`src/rtl/ts_cap_pkg.sv`:
```
package ts_cap_pkg;

    localparam int WORD_W = 32;
    localparam int ADDR_W = 3;

    localparam logic [15:0] ETYPE_PTP    = 16'h88F7;
    localparam logic [7:0]  PROTO_UDP    = 8'd17;
    localparam logic [15:0] PTP_EVT_PORT = 16'd319;
    localparam logic [3:0]  PTP_VER_1    = 4'd1;
    localparam logic [3:0]  PTP_VER_2    = 4'd2;
    localparam logic [3:0]  LAST_EVT_MSG = 4'd3;

    typedef enum logic [ADDR_W-1:0] {
        A_RX_CTRL = 3'd0,
        A_TX_CTRL = 3'd1,
        A_FILTER  = 3'd2,
        A_RX_LO   = 3'd3,
        A_RX_HI   = 3'd4,
        A_TX_LO   = 3'd5,
        A_TX_HI   = 3'd6
    } reg_addr_e;

    typedef enum logic [1:0] {
        MODE_V1_L4  = 2'd0,
        MODE_V2_EVT = 2'd1,
        MODE_ALL    = 2'd2,
        MODE_NONE   = 2'd3
    } rx_mode_e;

    typedef struct packed {
        logic [15:0] ethertype;
        logic        is_ipv4;
        logic [7:0]  ip_proto;
        logic [15:0] udp_src;
        logic [15:0] udp_dst;
        logic [3:0]  ptp_ver;
        logic [3:0]  msg_type;
    } rx_hdr_t;

    typedef struct packed {
        logic     en;
        rx_mode_e mode;
        logic     msg_sel;
        logic     src_chk;
    } rx_cfg_t;

    typedef struct packed {
        logic filt_en;
        logic stamp_en;
    } l2_cfg_t;

    function automatic logic is_event_msg(input logic [3:0] m);
        return m <= LAST_EVT_MSG;
    endfunction

endpackage

```
`src/rtl/ts_rx_classifier.sv`:
```
module ts_rx_classifier
    import ts_cap_pkg::*;
(
    input  rx_hdr_t hdr,
    input  rx_cfg_t cfg,
    input  l2_cfg_t l2cfg,
    output logic    qual
);
    logic l2_hit;
    logic l4_hit;
    logic src_ok;

    always_comb begin
        l2_hit = l2cfg.filt_en && l2cfg.stamp_en && (hdr.ethertype == ETYPE_PTP);
        src_ok = !cfg.src_chk || (hdr.udp_src == PTP_EVT_PORT);
        l4_hit = hdr.is_ipv4 && (hdr.ip_proto == PROTO_UDP)
                 && (hdr.udp_dst == PTP_EVT_PORT) && src_ok;
        unique case (cfg.mode)
            MODE_V1_L4:  qual = (hdr.ptp_ver == PTP_VER_1) && l4_hit
                                && (hdr.msg_type == {3'b000, cfg.msg_sel});
            MODE_V2_EVT: qual = (hdr.ptp_ver == PTP_VER_2) && (l2_hit || l4_hit)
                                && is_event_msg(hdr.msg_type);
            MODE_ALL:    qual = 1'b1;
            default:     qual = 1'b0;
        endcase
    end
endmodule

```
`src/rtl/ts_capture_slot.sv`:
```
module ts_capture_slot #(
    parameter int STAMP_W = 64
) (
    input  logic               clk,
    input  logic               rst,
    input  logic               en,
    input  logic               strobe,
    input  logic               qual,
    input  logic               release_i,
    input  logic [STAMP_W-1:0] time_i,
    output logic               valid_o,
    output logic [STAMP_W-1:0] stamp_o
);
    logic take;

    assign take = en && strobe && qual && !valid_o;

    always_ff @(posedge clk) begin
        if (rst) begin
            valid_o <= 1'b0;
            stamp_o <= '0;
        end else if (take) begin
            valid_o <= 1'b1;
            stamp_o <= time_i;
        end else if (release_i) begin
            valid_o <= 1'b0;
        end
    end
endmodule

```
`src/rtl/ts_csr.sv`:
```
module ts_csr
    import ts_cap_pkg::*;
#(
    parameter int STAMP_W = 64
) (
    input  logic               clk,
    input  logic               rst,
    input  logic               wr,
    input  logic               rd,
    input  logic [ADDR_W-1:0]  addr,
    input  logic [WORD_W-1:0]  wdata,
    input  logic               rx_valid,
    input  logic               tx_valid,
    input  logic [STAMP_W-1:0] rx_stamp,
    input  logic [STAMP_W-1:0] tx_stamp,
    output rx_cfg_t            rx_cfg,
    output logic               tx_en,
    output l2_cfg_t            l2cfg,
    output logic               rx_release,
    output logic               tx_release,
    output logic [WORD_W-1:0]  rdata
);
    localparam int HI_W = STAMP_W - WORD_W;

    logic unused_wbits;
    assign unused_wbits = ^{wdata[WORD_W-1:6], wdata[1]};

    always_ff @(posedge clk) begin
        if (rst) begin
            rx_cfg <= '{en: 1'b0, mode: MODE_V1_L4, msg_sel: 1'b0, src_chk: 1'b0};
            tx_en  <= 1'b0;
            l2cfg  <= '0;
        end else if (wr) begin
            unique case (addr)
                A_RX_CTRL: begin
                    rx_cfg.en      <= wdata[0];
                    rx_cfg.mode    <= rx_mode_e'(wdata[3:2]);
                    rx_cfg.msg_sel <= wdata[4];
                    rx_cfg.src_chk <= wdata[5];
                end
                A_TX_CTRL: tx_en <= wdata[0];
                A_FILTER: begin
                    l2cfg.filt_en  <= wdata[0];
                    l2cfg.stamp_en <= wdata[1];
                end
                default: ;
            endcase
        end
    end

    assign rx_release = rd && (addr == A_RX_HI);
    assign tx_release = rd && (addr == A_TX_HI);

    always_comb begin
        unique case (addr)
            A_RX_CTRL: rdata = {26'd0, rx_cfg.src_chk, rx_cfg.msg_sel,
                                rx_cfg.mode, rx_valid, rx_cfg.en};
            A_TX_CTRL: rdata = {30'd0, tx_valid, tx_en};
            A_FILTER:  rdata = {30'd0, l2cfg.stamp_en, l2cfg.filt_en};
            A_RX_LO:   rdata = rx_stamp[WORD_W-1:0];
            A_RX_HI:   rdata = WORD_W'(rx_stamp[STAMP_W-1:WORD_W]);
            A_TX_LO:   rdata = tx_stamp[WORD_W-1:0];
            A_TX_HI:   rdata = WORD_W'(tx_stamp[STAMP_W-1:WORD_W]);
            default:   rdata = '0;
        endcase
    end

    if (HI_W > WORD_W || HI_W < 1) begin : g_bad_width
        initial $error("STAMP_W must lie between 33 and 64");
    end
endmodule

```
`src/rtl/ts_capture_unit.sv`:
```
module ts_capture_unit
    import ts_cap_pkg::*;
#(
    parameter int TIME_W = 64
) (
    input  logic              clk,
    input  logic              rst,
    input  logic [TIME_W-1:0] time_now,
    input  logic              rx_sof,
    input  logic [15:0]       rx_ethertype,
    input  logic              rx_is_ipv4,
    input  logic [7:0]        rx_ip_proto,
    input  logic [15:0]       rx_udp_src,
    input  logic [15:0]       rx_udp_dst,
    input  logic [3:0]        rx_ptp_ver,
    input  logic [3:0]        rx_msg_type,
    input  logic              tx_sof,
    input  logic              reg_wr,
    input  logic              reg_rd,
    input  logic [2:0]        reg_addr,
    input  logic [31:0]       reg_wdata,
    output logic [31:0]       reg_rdata
);
    rx_hdr_t           hdr;
    rx_cfg_t           rx_cfg;
    l2_cfg_t           l2cfg;
    logic              tx_en;
    logic              rx_en;
    logic              rx_qual;
    logic              rx_release;
    logic              tx_release;
    logic              rx_valid;
    logic              tx_valid;
    logic [TIME_W-1:0] rx_stamp;
    logic [TIME_W-1:0] tx_stamp;

    assign hdr = '{ethertype: rx_ethertype, is_ipv4: rx_is_ipv4,
                   ip_proto: rx_ip_proto, udp_src: rx_udp_src,
                   udp_dst: rx_udp_dst, ptp_ver: rx_ptp_ver,
                   msg_type: rx_msg_type};
    assign rx_en = rx_cfg.en;

    ts_csr #(.STAMP_W(TIME_W)) u_csr (
        .clk(clk), .rst(rst), .wr(reg_wr), .rd(reg_rd), .addr(reg_addr),
        .wdata(reg_wdata), .rx_valid(rx_valid), .tx_valid(tx_valid),
        .rx_stamp(rx_stamp), .tx_stamp(tx_stamp), .rx_cfg(rx_cfg),
        .tx_en(tx_en), .l2cfg(l2cfg), .rx_release(rx_release),
        .tx_release(tx_release), .rdata(reg_rdata)
    );

    ts_rx_classifier u_cls (
        .hdr(hdr), .cfg(rx_cfg), .l2cfg(l2cfg), .qual(rx_qual)
    );

    ts_capture_slot #(.STAMP_W(TIME_W)) u_rx_slot (
        .clk(clk), .rst(rst), .en(rx_en), .strobe(rx_sof), .qual(rx_qual),
        .release_i(rx_release), .time_i(time_now),
        .valid_o(rx_valid), .stamp_o(rx_stamp)
    );

    ts_capture_slot #(.STAMP_W(TIME_W)) u_tx_slot (
        .clk(clk), .rst(rst), .en(tx_en), .strobe(tx_sof), .qual(1'b1),
        .release_i(tx_release), .time_i(time_now),
        .valid_o(tx_valid), .stamp_o(tx_stamp)
    );
endmodule

```
`config.mk`:
```
export PLATFORM = sky130hd
export DESIGN_NAME = ts_capture_unit
export DESIGN_NICKNAME = d
export VERILOG_FILES = /design/src/rtl/ts_cap_pkg.sv /design/src/rtl/ts_rx_classifier.sv /design/src/rtl/ts_capture_slot.sv /design/src/rtl/ts_csr.sv /design/src/rtl/ts_capture_unit.sv
export SDC_FILE = /design/constraint.sdc
export NUM_CORES = 1
export LEC_CHECK = 0
export ABC_AREA = 1
export BUFFER_PORTS_ARGS = -buffer_cell sky130_fd_sc_hd__buf_2
export CAP_MARGIN = 15
export CORE_MARGIN = 4
export CORE_UTILIZATION = 50
export CTS_CLUSTER_SIZE = 8
export DETAILED_ROUTE_END_ITERATION = 10
export PLACE_DENSITY = 0.85
export SLEW_MARGIN = 20
export SYNTH_ARGS = -nofsm -noshare
export SYNTH_HDL_FRONTEND = slang
export SYNTH_SLANG_ARGS = --single-unit
```
`constraint.sdc`:
```
create_clock -name clk -period 4.9 [get_ports clk]
set_clock_uncertainty 0.15 [all_clocks]
set_input_delay 0.245 -clock clk [delete_from_list [all_inputs] [get_ports clk]]
set_output_delay 0.245 -clock clk [all_outputs]
set_load 0.01 [all_outputs]
```
Word level (Yosys, flattened, before mapping) --
Index checks and enable logic that the tools add are counted.
Operators by class: $lt $le $gt $ge 1, eq/ne operators 15, muxes and demuxes 6, reduce and logical (&&, ||, !) cells 28
Operator list (count):
- 32-bit one-hot mux with 7 select lines | 1
- 16-bit by 9-bit equality test with 1-bit output, second input constant | 2
- 16-bit equality test, second input constant | 1
- 1-bit logical AND | 16
- 3-bit equality test, second input constant | 3
- 8-bit by 5-bit equality test with 1-bit output, second input constant | 1
- 3-bit by 2-bit equality test with 1-bit output, second input constant | 2
- 2-bit AND reduction | 3
- 4-bit by 1-bit equality test with 1-bit output | 1
- 4-bit by 1-bit equality test with 1-bit output, second input constant | 1
- 4-bit by 2-bit equality test with 1-bit output, second input constant | 1
- 4-bit by 2-bit less-or-equal comparator with 1-bit output, second input constant | 1
- 1-bit two-way mux | 4
- 2-bit nonzero test | 2
- 3-bit by 1-bit equality test with 1-bit output, second input constant | 1
- 1-bit logical NOT | 3
- 3-bit logical NOT | 1
- 1-bit one-hot mux with 3 select lines | 1
- 2-bit by 1-bit equality test with 1-bit output, second input constant | 1
- 2-bit equality test, second input constant | 1
- 2-bit logical NOT | 1
- 1-bit logical OR | 2
Storage, ports and cells: register bits after elaboration 138, input bits 170

Logic depth before layout (Yosys ltp) --
Gate-level depths: netlist (run 1).
depth after elaboration 11, depth in mapped cells 15, depth with buffers taken out 13

By module --
A second synthesis (run 1) with hierarchy kept.
Second synthesis, totals: cells, all modules 1220, area, all modules 7709.9 um^2
Modules (own cells, without submodules):
- ts_capture_slot | times used 2, cells each 421, area each 2859.0 um^2
- ts_csr | times used 1, cells each 291, area each 1636.6 um^2
- ts_rx_classifier | times used 1, cells each 86, area each 351.6 um^2
- ts_capture_unit | times used 1, cells each 1, area each 3.8 um^2

Worst setup path after synthesis (run 1) --
OpenSTA, ideal clock, no wires.
path type input-to-output, start point input port reg_addr[2], end point output port reg_rdata[0], data arrival time 1.268 ns, setup slack 3.237 ns, stages on the path 6, path buffers 2, path through clkbuf_1 -> nand3_1 -> clkbuf_1 -> o22ai_1 -> a221oi_1 -> nand2_1
On the way: longest elaborated chain between the ends 2
Ends and longest elaborated chain:
- start: declaration | line ts_capture_unit.sv:20 | input logic [2:0] reg_addr,
- 3-bit equality test, or another cell as far along | line ts_csr.sv:55 | unique case (addr)
- 32-bit one-hot mux with 7 select lines * | line ts_csr.sv:55
- end: declaration | line ts_capture_unit.sv:22 | output logic [31:0] reg_rdata
Every way passes the cells marked *; elsewhere a longest branch is shown, timed or not.

Worst setup path after layout (run 1) --
start point input port reg_addr[1], end point output port reg_rdata[3]
The elaborated chain is that of the path after synthesis.

==> results of run 1 <==
-- worst max-delay path, cell delays in order --
cell and delay (ps):
buf_2 130, inv_1 130, nand3_2 700, o22ai_1 530, a221oi_1 100, o21ai_0 120
buf_2 170
-- cell type report --
cell class	instances	area, um^2	share of cell area [%]
clock inverter	12	219	2.53
sequential	138	2760	31.9
clock buffer	20	457	5.28
inverter	166	624	7.22
tap	172	215	2.49
multi-input combinational	557	2810	32.5
timing repair buffer	245	1560	18.0
-- worst max-delay path by stage --
| stage | from | to | slack [ps] |
|---|---|---|---|
| global placement | rx_ip_proto[3] | u_rx_slot.stamp_o[17] | 2200 |
| finish | reg_addr[1] | reg_rdata[3] | 2370 |
| CTS | u_csr.l2cfg[1] | u_rx_slot.stamp_o[19] | 2260 |
| detailed placement | rx_ip_proto[3] | u_rx_slot.stamp_o[16] | 2180 |
| floorplan | reg_addr[2] | reg_rdata[0] | 3240 |
| global route | reg_addr[1] | reg_rdata[3] | 2250 |
-- sequential cells by signal (all words and copies together) (netlist names) --
name / flops
u_csr.rx_cfg: 5
u_tx_slot.valid_o: 1
u_tx_slot.stamp_o: 64
u_rx_slot.stamp_o: 64
u_rx_slot.valid_o: 1
u_csr.tx_en: 1
u_csr.l2cfg: 2
-- cell families (layout without fill, tap and decap cells) --
logic type                after synthesis  after routing  share of synthesized area (%)
AOI/OAI and AO/OA                     283            283                           24.8
and+or+nand+nor                       273            273                           17.7
buffers and inverters                 235            443                           14.6
DFF                                   138            138                           42.7
xor gates and xnor gates                1              1                          0.135
-- what timing repair did --
action	CTS	global route
resized for setup	0	0
endpoints found under the hold margin	71	0
hold buffers	62	0
setup buffers	0	0
-- cell usage in the layout (no fill, tap or decap), types with 33 or more instances in the layout --
cell type,n
nand3_1,69
a21oi_1,140
dlygate4sd3_1,62
nor2_1,86
nand2_1,101
dfxtp_1,138
o22ai_1,33
o21ai_0,78
buf_2,175
inv_1,165
-- power by group through the flow --
stage	clock network [mW]	registers (mW)	logic (mW)
after floorplan	0	1.16	0.109
after global placement	0	1.16	0.195
after detailed placement	0	1.16	0.198
after CTS	1.48	1.14	0.237
after global routing	1.53	1.14	0.267
final	1.46	1.14	0.242
-- routing by layer --
layer / GRT usage (%) / part of all wire [%] / vias up
met5: 0 / 0 / -
met4: 10.2 / 2.8 / 0
met3: 5.48 / 6.9 / 46
met2: 44.2 / 50 / 282
met1: 28.6 / 41 / 3095
li1: - / - / 3453
-- metrics by stage --
step                      cell area, um^2  power (mW)  util, %  instances  hold WS [ps]
final                                8650        2.84     68.3       1310          9.19
after global routing                 8650        2.93     68.3       1310          13.9
after CTS                            8640        2.85     68.2       1310          1.96
after detailed placement             7340        1.36     57.9       1216           294
after global placement               7340        1.36     57.9       1216           285
after floorplan                      6480        1.27        -        930           164
==> impl_metrics.py, run 1 <==
metrics = {
    "logic_synthesis": {
        "postSynthCellCount": 930,
        "avgSynthCellArea_um2": 6.96,
        "synth_area_um2": 6480,
        "ys_ff_latch": 138,
        "synthTopCellsByCount": "165 x inv_1, 140 x a21oi_1, 138 x dfxtp_1",
        "synth_edf_count": 0,
        "ys.flop_type": "dfxtp_1",
        "synthTopCellsByArea": "dfxtp_1 43%, a21oi_1 11%, inv_1 9.6%",
        "ys_types": 25,
        "synth_area_leader_cell": "dfxtp_1",
        "synth_top_area_share_pct": 42.7,
        "ys_seq_area_share_pct": 42.7,
        "yosys_warnings": 0,
        "synth.most_common_cell": "inv_1",
        "synth_fp_nets": 1100,
        "ys_async_sr_fraction_pct": 0,
    },
    "cts": {
        "clk_pin_slew_ps": 60,
        "htreeDepth": 4,
        "clock_latency_ps": 420,
        "clockBufferDepth": 2,
        "cts_tree": "built",
        "clockRootBuffer": "clkbuf_16",
        "numCtsBuffers": 17,
        "cts.sinks": 138,
    },
    "floorplanning": {
        "io_pins": 202,
        "die_y_um": 122,
        "core_area_um2": 12700,
        "start_util_pct": 51.1,
        "die_area_um2": 14800,
        "rows": 41,
        "dieWidth_um": 122,
    },
    "cells_and_area": {
        "syn2layout_area_growth_pct": 33.6,
        "fillers": 1025,
        "n_antenna_cell": 0,
        "drive_gt1_share_pct": 19.5,
        "fin_nets": 1295,
    },
    "setup_path": {
        "critical_path_peak_fanout": 32,
        "cp-end-kind": "output pin",
        "r2r-end": "u_rx_slot.stamp_o[19]",
        "r2r_setup_slack_ps": 2560,
        "path_class": "input port to output pin",
        "arrival_ps": 2130,
        "reg2reg_depth": 10,
        "cp.required_ps": 4510,
        "start_kind": "input port",
        "r2r_start": "u_csr.l2cfg[1]",
    },
    "timing": {
        "period_share_pct": 51.6,
        "rsz0062_at_grt": "false",
        "setup_ws_ps": 2370,
        "fin_crit_ps": 2530,
        "tns_ps": 0,
        "hold_viol": 0,
        "max_freq_mhz": 395,
        "finalSetupViolCount": 0,
        "max-slew-margin-rel_pct": 39.8,
        "drv_slew": 0,
        "tightest_slew_ps": 903,
    },
    "routing": {
        "drt-total-wl_mm": 18.9,
        "wl_per_cell_um": 14.4,
        "drc": 0,
        "avgViaCountPerCell": 5.25,
        "drtIter0Drc": 574,
        "drt_pre_antenna_iters": 5,
        "vias": 6876,
        "drtAntennaViolNets": 0,
    },
    "power": {
        "p_int_mw": 2.22,
        "power_switching_uw": 621,
        "swShare_pct": 21.8,
        "combPwrFrac_pct": 8.5,
        "p_leak_nw": 3.85,
        "pwr-share-seq_pct": 40.0,
        "p_clk_share_pct": 51.5,
        "ir_worst_vdd_uv": 227,
        "power.density_nw_per_um2": 329,
    },
    "place": {
        "dpl.hpwl_mm": 10.6,
        "io_buffers": 175,
        "dp_slack_ps": 2180,
        "gp_congestion": 0.804,
    },
    "grt": {
        "globalRouteOverflowTotal": 0,
        "track_usage_pct": 24.8,
        "grt_max_degree": 130,
        "grt_antenna_before_repair": 0,
        "grt_pass1_vias": 6329,
        "grt_pass1_wl_mm": 29.7,
    },
    "worst_hold_path": {
        "min_from": "reg_wdata[0]",
        "holdPathEnd": "u_csr.l2cfg[1]",
        "worstHoldPathType": "input port to flip-flop",
        "min_path_cells": 3,
    },
    "run": {
        "cap_viol_max_count": 0,
    },
    "run_status": {
        "status": "complete, no violations",
    },
}
(Power assumes the default switching activity.)
==> inputs of run 2 (changes only) <==
==> constraint.sdc (replaced) <==
create_clock -name clk -period 2.6 [get_ports clk]
set_clock_uncertainty 0.15 [all_clocks]
set_input_delay 0.13 -clock clk [delete_from_list [all_inputs] [get_ports clk]]
set_output_delay 0.13 -clock clk [all_outputs]
set_load 0.01 [all_outputs]
==> impl_metrics.py, run 2 (synthesis results as in run 1) <==
metrics = {
    "run_status": {
        "status": "complete, no violations",
    },
    "floorplanning": {
        "rows": 41,
        "dieWidth_um": 122,
        "die_y_um": 122,
        "io_pins": 202,
        "die_area_um2": 14800,
        "core_area_um2": 12700,
        "start_util_pct": 51.1,
    },
    "cells_and_area": {
        "multi_input_area_um2": 2800,
        "regArea_um2": 2760,
        "layout_common_cells": "175 x buf_2, 165 x inv_1, 140 x a21oi_1",
        "fillers": 1023,
        "instances_no_fill": 1333,
        "largestRegisters": "u_rx_slot.stamp_o (64), u_tx_slot.stamp_o (64), u_csr.rx_cfg (5)",
        "final_cell_area_um2": 8770,
        "fin_nets": 1316,
        "syn2layout_area_growth_pct": 35.4,
        "final_common_cell": "buf_2",
        "drive_gt1_share_pct": 19.5,
    },
    "cts": {
        "clock_latency_ps": 420,
        "clockRootBuffer": "clkbuf_16",
        "clockBufferDepth": 2,
        "cts_tree": "built",
        "cts.sinks": 138,
        "clk_pin_slew_ps": 60,
        "numCtsBuffers": 17,
        "htreeDepth": 4,
    },
    "place": {
        "io_buffers": 175,
        "dpl_cell_area_um2": 7440,
        "gp_congestion": 0.813,
        "dp.cells": 1222,
        "dp_slack_ps": 683,
        "dpl.hpwl_mm": 11.2,
    },
    "worst_hold_path": {
        "min_from": "rx_ptp_ver[0]",
        "worstHoldPathType": "input port to flip-flop",
        "min_path_cells": 6,
        "holdPathEnd": "u_rx_slot.stamp_o[36]",
    },
    "setup_path": {
        "cp.required_ps": 2810,
        "r2r-end": "u_rx_slot.valid_o",
        "r2r_start": "u_csr.l2cfg[1]",
        "critical_path_peak_fanout": 32,
        "arrival_ps": 2590,
        "path_class": "flip-flop to flip-flop",
        "start_kind": "flip-flop",
        "cp-end-kind": "flip-flop",
        "r2r_setup_slack_ps": 220,
        "reg2reg_depth": 10,
    },
    "timing": {
        "setup_ws_ps": 218,
        "drv_slew": 0,
        "fin_crit_ps": 2380,
        "max-slew-margin-rel_pct": 58.9,
        "max_freq_mhz": 420,
        "finalSetupViolCount": 0,
        "rsz0062_at_grt": "false",
        "tightest_slew_ps": 616,
        "tns_ps": 0,
        "period_share_pct": 91.6,
        "hold_viol": 0,
    },
    "run": {
        "cap_viol_max_count": 0,
    },
    "power": {
        "p_leak_nw": 3.91,
        "power.density_nw_per_um2": 559,
        "ir_worst_vdd_uv": 463,
    },
    "routing": {
        "drt_pre_antenna_iters": 5,
        "drtAntennaViolNets": 0,
        "drt-total-wl_mm": 19.6,
        "vias": 7075,
        "wl_per_cell_um": 14.7,
        "avgViaCountPerCell": 5.31,
        "drtIter0Drc": 603,
        "drc": 0,
    },
    "grt": {
        "grt_antenna_before_repair": 1,
        "grt_pass1_wl_mm": 31.4,
        "grt_pass1_vias": 6759,
        "track_usage_pct": 26.4,
        "globalRouteOverflowTotal": 0,
        "grt_max_degree": 100,
    },
}
-- run 2: cell count changes in the layout (fill, tap and decap cells not counted), moves of 2 or more --
cell           before  now
dlygate4sd3_1      62   77
bufinv_16           6    1
buf_12              0    4
buf_4               7   10
clkinv_2            4    7
clkbuf_1            1    3
clkbuf_8            2    4
diode_2             0    2
-- run 2: metal layers --
metal,up-vias,wire [um],GRT usage (%)
li1,3492,-,-
met1,3209,7820,29.7
met2,327,9950,47.7
met3,47,1320,5.71
met5,-,0,0
met4,0,550,12.1
-- run 2: critical path, stage by stage, from the launching register on --
cell           delay, ps
dfxtp_1              300
inv_1                 70
nor3_1               220
nand3_1              120
nand2_1               90
nand2_1               80
nand2_4              150
buf_4                360
nand2_1              100
a21oi_1              130
dlygate4sd3_1        550
-- run 2: worst max path at each step --
stage                     cells after the start                     to  slack [ps]       startpoint
after floorplan                               7   u_rx_slot.stamp_o[0]        1070  u_csr.rx_cfg[4]
after global placement                       10   u_rx_slot.stamp_o[2]         720   u_csr.l2cfg[1]
after detailed placement                     11  u_rx_slot.stamp_o[51]         680  u_csr.rx_cfg[1]
after CTS                                    10      u_rx_slot.valid_o         240   u_csr.l2cfg[1]
after global routing                         10      u_rx_slot.valid_o          20   u_csr.l2cfg[1]
final                                        10      u_rx_slot.valid_o         220   u_csr.l2cfg[1]
-- run 2: stage by stage --
stage | hold WS (ps) | util, % | total power, mW
finish | 132 | 69.2 | 4.90
global route | 163 | 69.2 | 5.08
CTS | 111 | 69.2 | 4.92
detailed placement | 206 | 58.7 | 2.57
global placement | 204 | 58.7 | 2.56
floorplan | 49.1 | - | 2.39
-- run 2: final cells by class --
cell class                      instances  share of cell area (%)
Tap cell                              172                    2.45
Clock inverter                          8                   0.770
Clock buffer                           24                    5.61
Inverter                              166                    7.12
Multi-Input combinational cell        557                    32.0
Antenna cell                            2                  0.0571
Sequential cell                       138                    31.5
Timing Repair Buffer                  266                    20.5
-- run 2: repair_timing --
action | 4_1_cts | 5_1_grt
gates resized for setup | 0 | 0
hold endpoints to repair | 138 | 0
hold buffers | 77 | 0
setup buffers | 0 | 0
-- run 2: where the power goes --
group,total (mW),switching (mW),internal [mW]
registers,2.14,0.00733,2.14
clock network,2.28,0.871,1.41
logic,0.483,0.258,0.225
total,4.90,1.14,3.77
==> inputs of run 3 (changes only) <==
--- a/config.mk
+++ b/config.mk
@@ -9,10 +9,10 @@
 export BUFFER_PORTS_ARGS = -buffer_cell sky130_fd_sc_hd__buf_2
 export CAP_MARGIN = 15
 export CORE_MARGIN = 4
-export CORE_UTILIZATION = 50
+export CORE_UTILIZATION = 46
 export CTS_CLUSTER_SIZE = 8
 export DETAILED_ROUTE_END_ITERATION = 10
-export PLACE_DENSITY = 0.85
+export PLACE_DENSITY_LB_ADDON = 0.1
 export SLEW_MARGIN = 20
 export SYNTH_ARGS = -nofsm -noshare
 export SYNTH_HDL_FRONTEND = slang
==> constraint.sdc (replaced) <==
create_clock -name clk -period 1.95 [get_ports clk]
set_clock_uncertainty 0.15 [all_clocks]
set_input_delay 0.0975 -clock clk [delete_from_list [all_inputs] [get_ports clk]]
set_output_delay 0.0975 -clock clk [all_outputs]
set_load 0.01 [all_outputs]
==> impl_metrics.py, run 3 (synthesis results as in run 1) <==
metrics = {
    "setup_path": {
        "cpLargestDelayFamily": "buffers and inverters",
        "cp.required_ps": 2150,
        "cp-end-kind": "flip-flop",
        "slowest_delay_ps": 560,
        "start_kind": "flip-flop",
        "path_cells": "inv_1 > nand3_4 > buf_12 > a21oi_1 > dlygate4sd3_1",
        "crit_buf_inv": 3,
        "critical_path.slowest_cell": "dlygate4sd3_1",
        "critical_path_peak_fanout": 44,
        "arrival_ps": 2050,
        "path_class": "flip-flop to flip-flop",
    },
    "grt": {
        "gr-usage-met3_pct": 6.02,
        "globalRouteOverflowTotal": 0,
        "grt_pass1_vias": 6336,
        "grt-busiest-layer": "met2",
        "grt_pass1_wl_mm": 29.6,
        "track_usage_pct": 22.3,
        "grt_antenna_before_repair": 0,
        "grt_util_met1_pct": 28.6,
        "grt_max_degree": 80,
        "grtUsageMet2_pct": 37.5,
    },
    "floorplanning": {
        "core_area_um2": 13800,
        "io_pins": 202,
        "start_util_pct": 46.8,
        "rows": 43,
        "die_area_um2": 16000,
        "die_y_um": 127,
        "dieWidth_um": 127,
    },
    "cells_and_area": {
        "syn2layout_area_growth_pct": 37.7,
        "fin_nets": 1318,
        "layout_common_cells": "175 x buf_2, 165 x inv_1, 140 x a21oi_1",
        "final_common_cell": "buf_2",
        "drive_gt1_share_pct": 19.6,
        "utilization_pct": 64.5,
        "fillers": 1322,
        "largestRegisters": "u_rx_slot.stamp_o (64), u_tx_slot.stamp_o (64), u_csr.rx_cfg (5)",
    },
    "worst_hold_path": {
        "worstHoldPathType": "input port to flip-flop",
    },
    "timing": {
        "drv_slew": 0,
        "finalSetupViolCount": 0,
        "max_freq_mhz": 542,
        "holdWs_ps": 10.8,
        "setup_ws_ps": 106,
        "tightest_slew_ps": 396,
        "fin_crit_ps": 1840,
        "max-slew-margin-rel_pct": 73.5,
        "rsz0062_at_grt": "false",
        "tns_ps": 0,
        "hold_viol": 0,
        "period_share_pct": 94.6,
    },
    "cts": {
        "cts_resized": 0,
        "clockRootBuffer": "clkbuf_16",
        "htreeDepth": 4,
        "numCtsBuffers": 17,
        "clock_latency_ps": 410,
        "clockBufferDepth": 2,
        "cts.sinks": 138,
        "cts_tree": "built",
        "clk_pin_slew_ps": 60,
    },
    "routing": {
        "wl_per_cell_um": 13.3,
        "drc": 0,
        "drt-total-wl_mm": 17.9,
        "vias": 6689,
        "avgViaCountPerCell": 4.98,
        "drtAntennaViolNets": 0,
        "drt_pre_antenna_iters": 5,
        "drtIter0Drc": 474,
    },
    "run_status": {
        "status": "complete, no violations",
    },
    "power": {
        "p_leak_nw": 3.97,
        "ir_worst_vdd_uv": 551,
        "power.total_mw": 6.80,
        "power.density_nw_per_um2": 762,
    },
    "place": {
        "gp_congestion": 0.783,
        "io_buffers": 175,
        "dp_slack_ps": 228,
        "dpl.hpwl_mm": 11.1,
    },
    "run": {
        "cap_viol_max_count": 0,
    },
}
run 3: final cells by class:
class / count / area, um^2 / area share (%)
multi-input combinational: 557 / 2800 / 31.4
sequential: 138 / 2760 / 31.0
timing repair buffer: 268 / 1890 / 21.2
inverter: 166 / 624 / 7.00
clock buffer: 25 / 495 / 5.56
tap: 180 / 225 / 2.53
clock inverter: 7 / 113 / 1.26
antenna: 1 / 2.50 / 0.0281
run 3: stage by stage:
step           cell area (um^2)  cells
2_1_floorplan              6480    930
3_3_place_gp               7540   1233
3_5_place_dp               7540   1233
4_1_cts                    8920   1342
5_1_grt                    8910   1341
6_report                   8910   1342
run 3: repair_timing:
action                                  in CTS  in global routing
buffers inserted                             0                  0
hold endpoints to repair                   138                  0
endpoints found under the setup margin       0                  1
hold buffers                                77                  0
run 3: path summary, 6_finish.rpt:
check,from,endpoint,slack [ps],depth (start not counted)
setup reg to reg,u_tx_slot.valid_o,u_tx_slot.valid_o,110,5
hold reg to reg,u_tx_slot.stamp_o[12],u_tx_slot.stamp_o[12],300,2
hold / removal,tx_sof,u_tx_slot.stamp_o[30],10,3
setup / recovery,u_tx_slot.valid_o,u_tx_slot.valid_o,110,5
run 3: worst min-delay path: stages:
cell     delay (ps)
buf_2           110
nand3_4         220
a21oi_1         100
run 3: routing by layer:
metal,up-vias,wire length [um]
li1,3485,-
met1,3022,8140
met2,168,8600
met3,14,979
met4,0,166
met5,-,0
run 3: report_power, final:
part / switching, mW / leakage (nW) / internal (mW)
registers: 0.00878 / 1.11 / 2.85
logic: 0.329 / 2.56 / 0.312
clock network: 1.15 / 0.297 / 2.14
